==> src/rtl/extint_pkg.sv <==
package extint_pkg;

  // register byte offsets
  localparam int unsigned SENSE_OFS   = 0;
  localparam int unsigned PENDING_OFS = 4;

  // next pending state: a set event has priority over a write-one-to-clear
  function automatic logic pend_next(input logic cur, input logic set, input logic clr);
    return set | (cur & ~clr);
  endfunction

  // falling edge: high on the previous sample, low on the current one
  function automatic logic fall_seen(input logic prev, input logic now);
    return prev & ~now;
  endfunction

endpackage

==> src/rtl/extint_sync.sv <==
module extint_sync #(
  parameter int unsigned W = 4
) (
  input  logic         clk,
  input  logic         rst_n,
  input  logic [W-1:0] d_async,
  output logic [W-1:0] q_sync
);
  logic [W-1:0] stage1_q, stage2_q;

  // idle level of an active-low pin is high, so reset to ones
  always_ff @(posedge clk or negedge rst_n) begin
    if (!rst_n) begin
      stage1_q <= '1;
      stage2_q <= '1;
    end else begin
      stage1_q <= d_async;
      stage2_q <= stage1_q;
    end
  end

  assign q_sync = stage2_q;
endmodule

==> src/rtl/extint_chan.sv <==
module extint_chan
  import extint_pkg::*;
(
  input  logic clk,
  input  logic rst_n,
  input  logic pin_s,      // synchronized pin, active low
  input  logic edge_mode,
  input  logic clr,
  output logic pend,
  output logic set_evt
);
  logic prev_q, pend_q, fall_evt;

  always_ff @(posedge clk or negedge rst_n) begin
    if (!rst_n) prev_q <= 1'b1;
    else        prev_q <= pin_s;
  end

  assign fall_evt = fall_seen(prev_q, pin_s);
  assign set_evt  = edge_mode ? fall_evt : ~pin_s;

  always_ff @(posedge clk or negedge rst_n) begin
    if (!rst_n) pend_q <= 1'b0;
    else        pend_q <= pend_next(pend_q, set_evt, clr);
  end

  assign pend = pend_q;
endmodule

==> src/rtl/extint_detect.sv <==
module extint_detect
  import extint_pkg::*;
#(
  parameter int unsigned NCH    = 4,
  parameter int unsigned ADDR_W = 4,
  parameter int unsigned DATA_W = 32
) (
  input  logic              clk,
  input  logic              rst_n,
  input  logic [NCH-1:0]    pin_n,
  input  logic [ADDR_W-1:0] reg_addr,
  input  logic              reg_wr,
  input  logic [DATA_W-1:0] reg_wdata,
  output logic [DATA_W-1:0] reg_rdata,
  output logic [NCH-1:0]    irq_req
);
  localparam logic [ADDR_W-1:0] A_SENSE = ADDR_W'(SENSE_OFS);
  localparam logic [ADDR_W-1:0] A_PEND  = ADDR_W'(PENDING_OFS);

  logic [NCH-1:0] pin_s;
  logic [NCH-1:0] sense_q;
  logic [NCH-1:0] set_vec;
  logic [NCH-1:0] clr_vec;
  logic [NCH-1:0] pend_vec;
  logic           sel_sense, sel_pend;

  assign sel_sense = (reg_addr == A_SENSE);
  assign sel_pend  = (reg_addr == A_PEND);

  extint_sync #(.W(NCH)) u_sync (
    .clk     (clk),
    .rst_n   (rst_n),
    .d_async (pin_n),
    .q_sync  (pin_s)
  );

  always_ff @(posedge clk or negedge rst_n) begin
    if (!rst_n)                   sense_q <= '0;
    else if (reg_wr && sel_sense) sense_q <= reg_wdata[NCH-1:0];
  end

  assign clr_vec = (reg_wr && sel_pend) ? reg_wdata[NCH-1:0] : '0;

  for (genvar i = 0; i < NCH; i++) begin : g_ch
    extint_chan u_ch (
      .clk       (clk),
      .rst_n     (rst_n),
      .pin_s     (pin_s[i]),
      .edge_mode (sense_q[i]),
      .clr       (clr_vec[i]),
      .pend      (pend_vec[i]),
      .set_evt   (set_vec[i])
    );
  end

  always_comb begin
    reg_rdata = '0;
    if (sel_sense)     reg_rdata[NCH-1:0] = sense_q;
    else if (sel_pend) reg_rdata[NCH-1:0] = pend_vec;
  end

  assign irq_req = pend_vec;
endmodule

==> config.mk <==
export PLATFORM = sky130hd
export DESIGN_NAME = extint_detect
export DESIGN_NICKNAME = d
export VERILOG_FILES = /design/src/rtl/extint_pkg.sv /design/src/rtl/extint_sync.sv /design/src/rtl/extint_chan.sv /design/src/rtl/extint_detect.sv
export SDC_FILE = /design/constraint.sdc
export NUM_CORES = 1
export LEC_CHECK = 0
export CAP_MARGIN = 0
export CORE_ASPECT_RATIO = 1.1
export CORE_UTILIZATION = 29
export DETAILED_ROUTE_END_ITERATION = 12
export MAX_ROUTING_LAYER = met4
export PLACE_DENSITY_LB_ADDON = 0.08
export SYNTH_ARGS = -nofsm -noshare
export SYNTH_HDL_FRONTEND = slang
export SYNTH_SLANG_ARGS = --single-unit
==> constraint.sdc <==
create_clock -name clk -period 0.8 [get_ports clk]
set_input_delay 0.08 -clock clk [delete_from_list [all_inputs] [get_ports clk]]
set_output_delay 0.08 -clock clk [all_outputs]
set_load 0.01 [all_outputs]
# After elaboration in Yosys (flattened, before gate mapping)
# Index checks and enable logic that the tools add are counted.
dict set report word_totals {
  input_bits 43
  output_inout_bits 36
  regBits 20
}
dict set report op_classes {
  eq_ne 1
  bitwise 20
  mux 7
  n_reduce_logical 3
}
# op count
set op_table {}
lappend op_table {{2-to-1 mux 4 bit} 3}
lappend op_table {{bitwise AND 1 bit} 8}
lappend op_table {{NOT 1 bit} 8}
lappend op_table {{== test 4 x 3 -> 1 bit, second input constant} 1}
lappend op_table {{logical NOT 4 bit} 1}
lappend op_table {{2-to-1 mux 1 bit} 4}
lappend op_table {{OR 1 bit} 4}
lappend op_table {{logical AND 1 bit} 2}

# Logic depth before layout (Yosys ltp)
dict set report depth {
  depth_word 6
  mapped_depth 3
  ltp_nobuf 3
}

# By module
# A second synthesis with hierarchy kept.
dict set report hier_totals {
  hier_cells 87
  area_unflattened_um2 1038.5
}
# module cells_each seq_area_each_um2 instances area_per_inst_um2
set by_module_without_submodules {}
lappend by_module_without_submodules {extint_detect 55 100.1 1 488.0}
lappend by_module_without_submodules {extint_chan 6 51.3 4 85.1}
lappend by_module_without_submodules {extint_sync 8 210.2 1 210.2}

# Worst setup path after synthesis
# OpenSTA, ideal clock, no wires.
dict set report synth_timing {
  path_type {input-to-reg}
  startpoint {input reg_addr[3]}
  endpoint {register sense_q[0]}
  arrival_ns 0.953
  stages 3
  n_path_buf 0
  slack_ns -0.278
  path_cell_list {nor4b_4 > and2b_2 > mux2_2}
}
dict set report synth_between {
  elab_chain_len 2
}
# item line
set synth_lines {}
lappend synth_lines {{start, declared} extint_detect.sv:11} ;# input logic [ADDR_W-1:0] reg_addr,
lappend synth_lines {{logical NOT 4 bit} extint_detect.sv:27} ;# assign sel_sense = (reg_addr == A_SENSE);
lappend synth_lines {{logical AND 1 bit} extint_detect.sv:39} ;# else if (reg_wr && sel_sense) sense_q <= reg_wdata[NCH-1:0];
lappend synth_lines {{end signal, assigned} extint_detect.sv:39}
lappend synth_lines {{end, declared} extint_detect.sv:21} ;# logic [NCH-1:0] sense_q;
# Every way passes these cells.
# A chain may end at the register's enable or synchronous reset.

# Final worst setup path
dict set report layout_timing {
  startpoint {register sense_q[3]}
  endpoint {output reg_rdata[3]}
}
dict set report layout_between {
  elab_chain_len 1
}
# item line
set layout_lines {}
lappend layout_lines {{2-to-1 mux 4 bit} extint_detect.sv:58} ;# if (sel_sense) reg_rdata[NCH-1:0] = sense_q;
lappend layout_lines {{end, declared} extint_detect.sv:14} ;# output logic [DATA_W-1:0] reg_rdata,
# Every way passes these cells.

==> flow_summary.toml <==
[final_layout]
fin_area_sq_um = 1335
num-fill-cells = 312
register_area_sq_um = 515.5
syn2layout_area_growth_pct = 35.58
nets = 160
drive_gt1_frac = 0.4957
diodes = 0
multi_input_area_sq_um = 386.6

[status]
status = "finished with violations"
failed_checks = "DRC, setup timing"

[power]
finalPower_mw = 2.107
power.leakage_nw = 0.6104
power_density_nw_per_um2 = 1579
irDropWorstVdd_uv = 645.8

[routing]
wl_met1_microns = 661
wl_met2_microns = 724
drt_iter0_drc = 17
drt-pass1-iter-count = 11
highest_layer = "met4"
via_per_inst = 4.060
via_count = 605
drc = 9
wl_mm = 1.574
wl_met3_microns = 138
ant_nets = 0
wl_per_cell_microns = 10.56

[setup_path]
path_class = "flop to output pin"
r2r-start = "sense_q[0]$_DFFE_PN0P_"
endpoint = "reg_rdata[3]"
crit_required_ns = 0.72
regToRegSetupSlack_ns = -0.10
endpoint_kind = "output pin"
crit_arrival_ns = 1.07
reg2reg_depth = 2
r2r-end = "sense_q[0]$_DFFE_PN0P_"
startpoint = "sense_q[3]$_DFFE_PN0P_"
start_kind = "flop"
path_max_fanout = 2

[placement]
globalplace.congestion = 0.6564
placed_area_sq_um = 1225
port_buffers = 22

[synthesis]
synth_cell_type_count = 14
syn_inst = 81
syn_area_sq_um = 984.7
synth_warnings = 0
ys_seq_area_frac = 0.5235
syn_avg_cell_area_sq_um = 12.16
ys_ff_latch = 20

[timing]
setup_ws_ns = -0.3539
period_minus_slack_ns = 1.154
hold_violations = 0
finalSetupViolations = 15
slew_viol_final = 0
finalClockSkew_ns = 0.001365
hold_ws_ns = 0.1085
max_freq_mhz = 866.6
grt_setup_unrepaired = "yes"
post-route-period-util = 1.442

[clocking]
tritoncts = "built"
clk_pin_slew_ns = 0.10
numCtsBuffers = 3
clkLatencyLatePin_ns = 0.29
htreeDepth = 1
ctsLongestPathBuffers = 2
cts.sinks = 20
root_buffer = "clkbuf_4"

[global_route]
grt_pass1_wl_mm = 2.635
antenna_found_initial = 0
grt_max_degree = 21
grt_overflow = 0
track_usage = 0.1022
grt_pass1_vias = 568

[hold_path]
min_path_type = "input port to asynchronous set/reset pin"

[floorplan]
die_area_sq_um = 3633
start_util = 0.3149
ioPinCount = 79
die_w_microns = 57.56
coreArea_sq_um = 3127
die_h_microns = 63.12
core.rowCount = 21

[job]
cap_violations = 0
[repair_timing]
action	CTS	global route
endpoints found under the setup margin	16	16
hold buffers	0	0
pin swaps	8	6
buffers inserted	3	3
resized for setup	69	9
endpoints found under the hold margin	0	0
[layer usage]
layer  track usage  up-vias
met1        0.1237      282
met5             -        -
met2        0.1483       41
met3       0.02259        5
met4       0.07317        0
li1              -      277
[area by class of cell]
class | instances | share of cell area
tap | 34 | 0.03187
sequential | 20 | 0.3861
multi-input combinational | 55 | 0.2896
clock buffer | 3 | 0.01687
timing repair buffer | 37 | 0.2755
[sequential cells by signal, summed over array words and instances (netlist names)]
register	flops
g_ch.u_ch.pend	4
g_ch.u_ch.prev_q	4
sense_q	4
u_sync.q_sync	4
u_sync.stage1_q	4
[power breakdown]
part	total (mW)	switching (mW)	internal (mW)
sequential	1.17	0.0484	1.12
clock	0.451	0.276	0.175
combinational	0.491	0.198	0.293
[placed cells by master, fill, tap and decap left out]
master and instances:
conb_1 28, buf_6 17, dfstp_2 12, clkdlybuf4s50_1 9, dfrtp_1 8, buf_4 5, mux2_4 4, mux2i_1 3
nand3_1 3, nor2b_1 3, clkbuf_4 3, buf_2 3, nor2_2 2, o2bb2ai_1 2, o2bb2ai_2 2, or3_4 1
nor2_1 1, mux2i_2 1, nor2_4 1, nor4b_4 1, nand3_2 1, nor2b_4 1, and2b_4 1, clkbuf_2 1
dlygate4sd2_1 1, buf_12 1
[Yosys cell counts (all sizes together)]
master / count / area share
and2b: 1 / 0.0089
buf: 33 / 0.25
conb: 1 / 0.0038
dfrtp: 8 / 0.20
dfstp: 12 / 0.32
mux2: 4 / 0.046
mux2i: 4 / 0.041
nand3: 4 / 0.020
nor2: 4 / 0.015
nor2b: 4 / 0.025
nor4b: 1 / 0.024
o2bb2ai: 4 / 0.036
or3: 1 / 0.0076
[critical path: stages, from the launching register on]
cell	delay [ns]
dfrtp_1	0.40
mux2i_1	0.19
nor2_2	0.05
buf_2	0.14
[worst min-delay path by stage]
stage	from	to	slack (ns)	cells past startpoint
floorplan	rst_n	g_ch[0].u_ch.pend$_DFF_PN0_	-0.22	0
global placement	u_sync.stage1_q[3]$_DFF_PN1_	u_sync.q_sync[3]$_DFF_PN1_	0.35	0
detailed placement	u_sync.stage1_q[0]$_DFF_PN1_	u_sync.q_sync[0]$_DFF_PN1_	0.35	0
CTS	rst_n	sense_q[2]$_DFFE_PN0P_	0.11	2
global route	rst_n	sense_q[2]$_DFFE_PN0P_	0.11	2
finish	rst_n	g_ch[3].u_ch.pend$_DFF_PN0_	0.11	2
[logic make-up (layout without fill, tap and decap cells)]
| kind of cell | after synthesis | count (layout) | synth area share |
|---|---|---|---|
| flops | 20 | 20 | 0.5235 |
| other cells | 1 | 28 | 0.003808 |
| mux | 8 | 8 | 0.08640 |
| simple gates | 15 | 15 | 0.1016 |
| buf+inv | 33 | 40 | 0.2490 |
| compound gates | 4 | 4 | 0.03557 |
[through the flow]
step / worst slack [ns] / utilization / TNS, ns / std cells
global route: -0.4201 / 0.4270 / -3.378 / 149
global placement: -0.8660 / 0.3918 / -10.10 / 144
CTS: -0.3531 / 0.4186 / -2.868 / 149
detailed placement: -0.9033 / 0.3918 / -10.33 / 144
floorplan: -0.2781 / - / -1.113 / 108
finish: -0.3539 / 0.4270 / -2.734 / 149
Note: power is estimated with default switching activity, not from simulation.
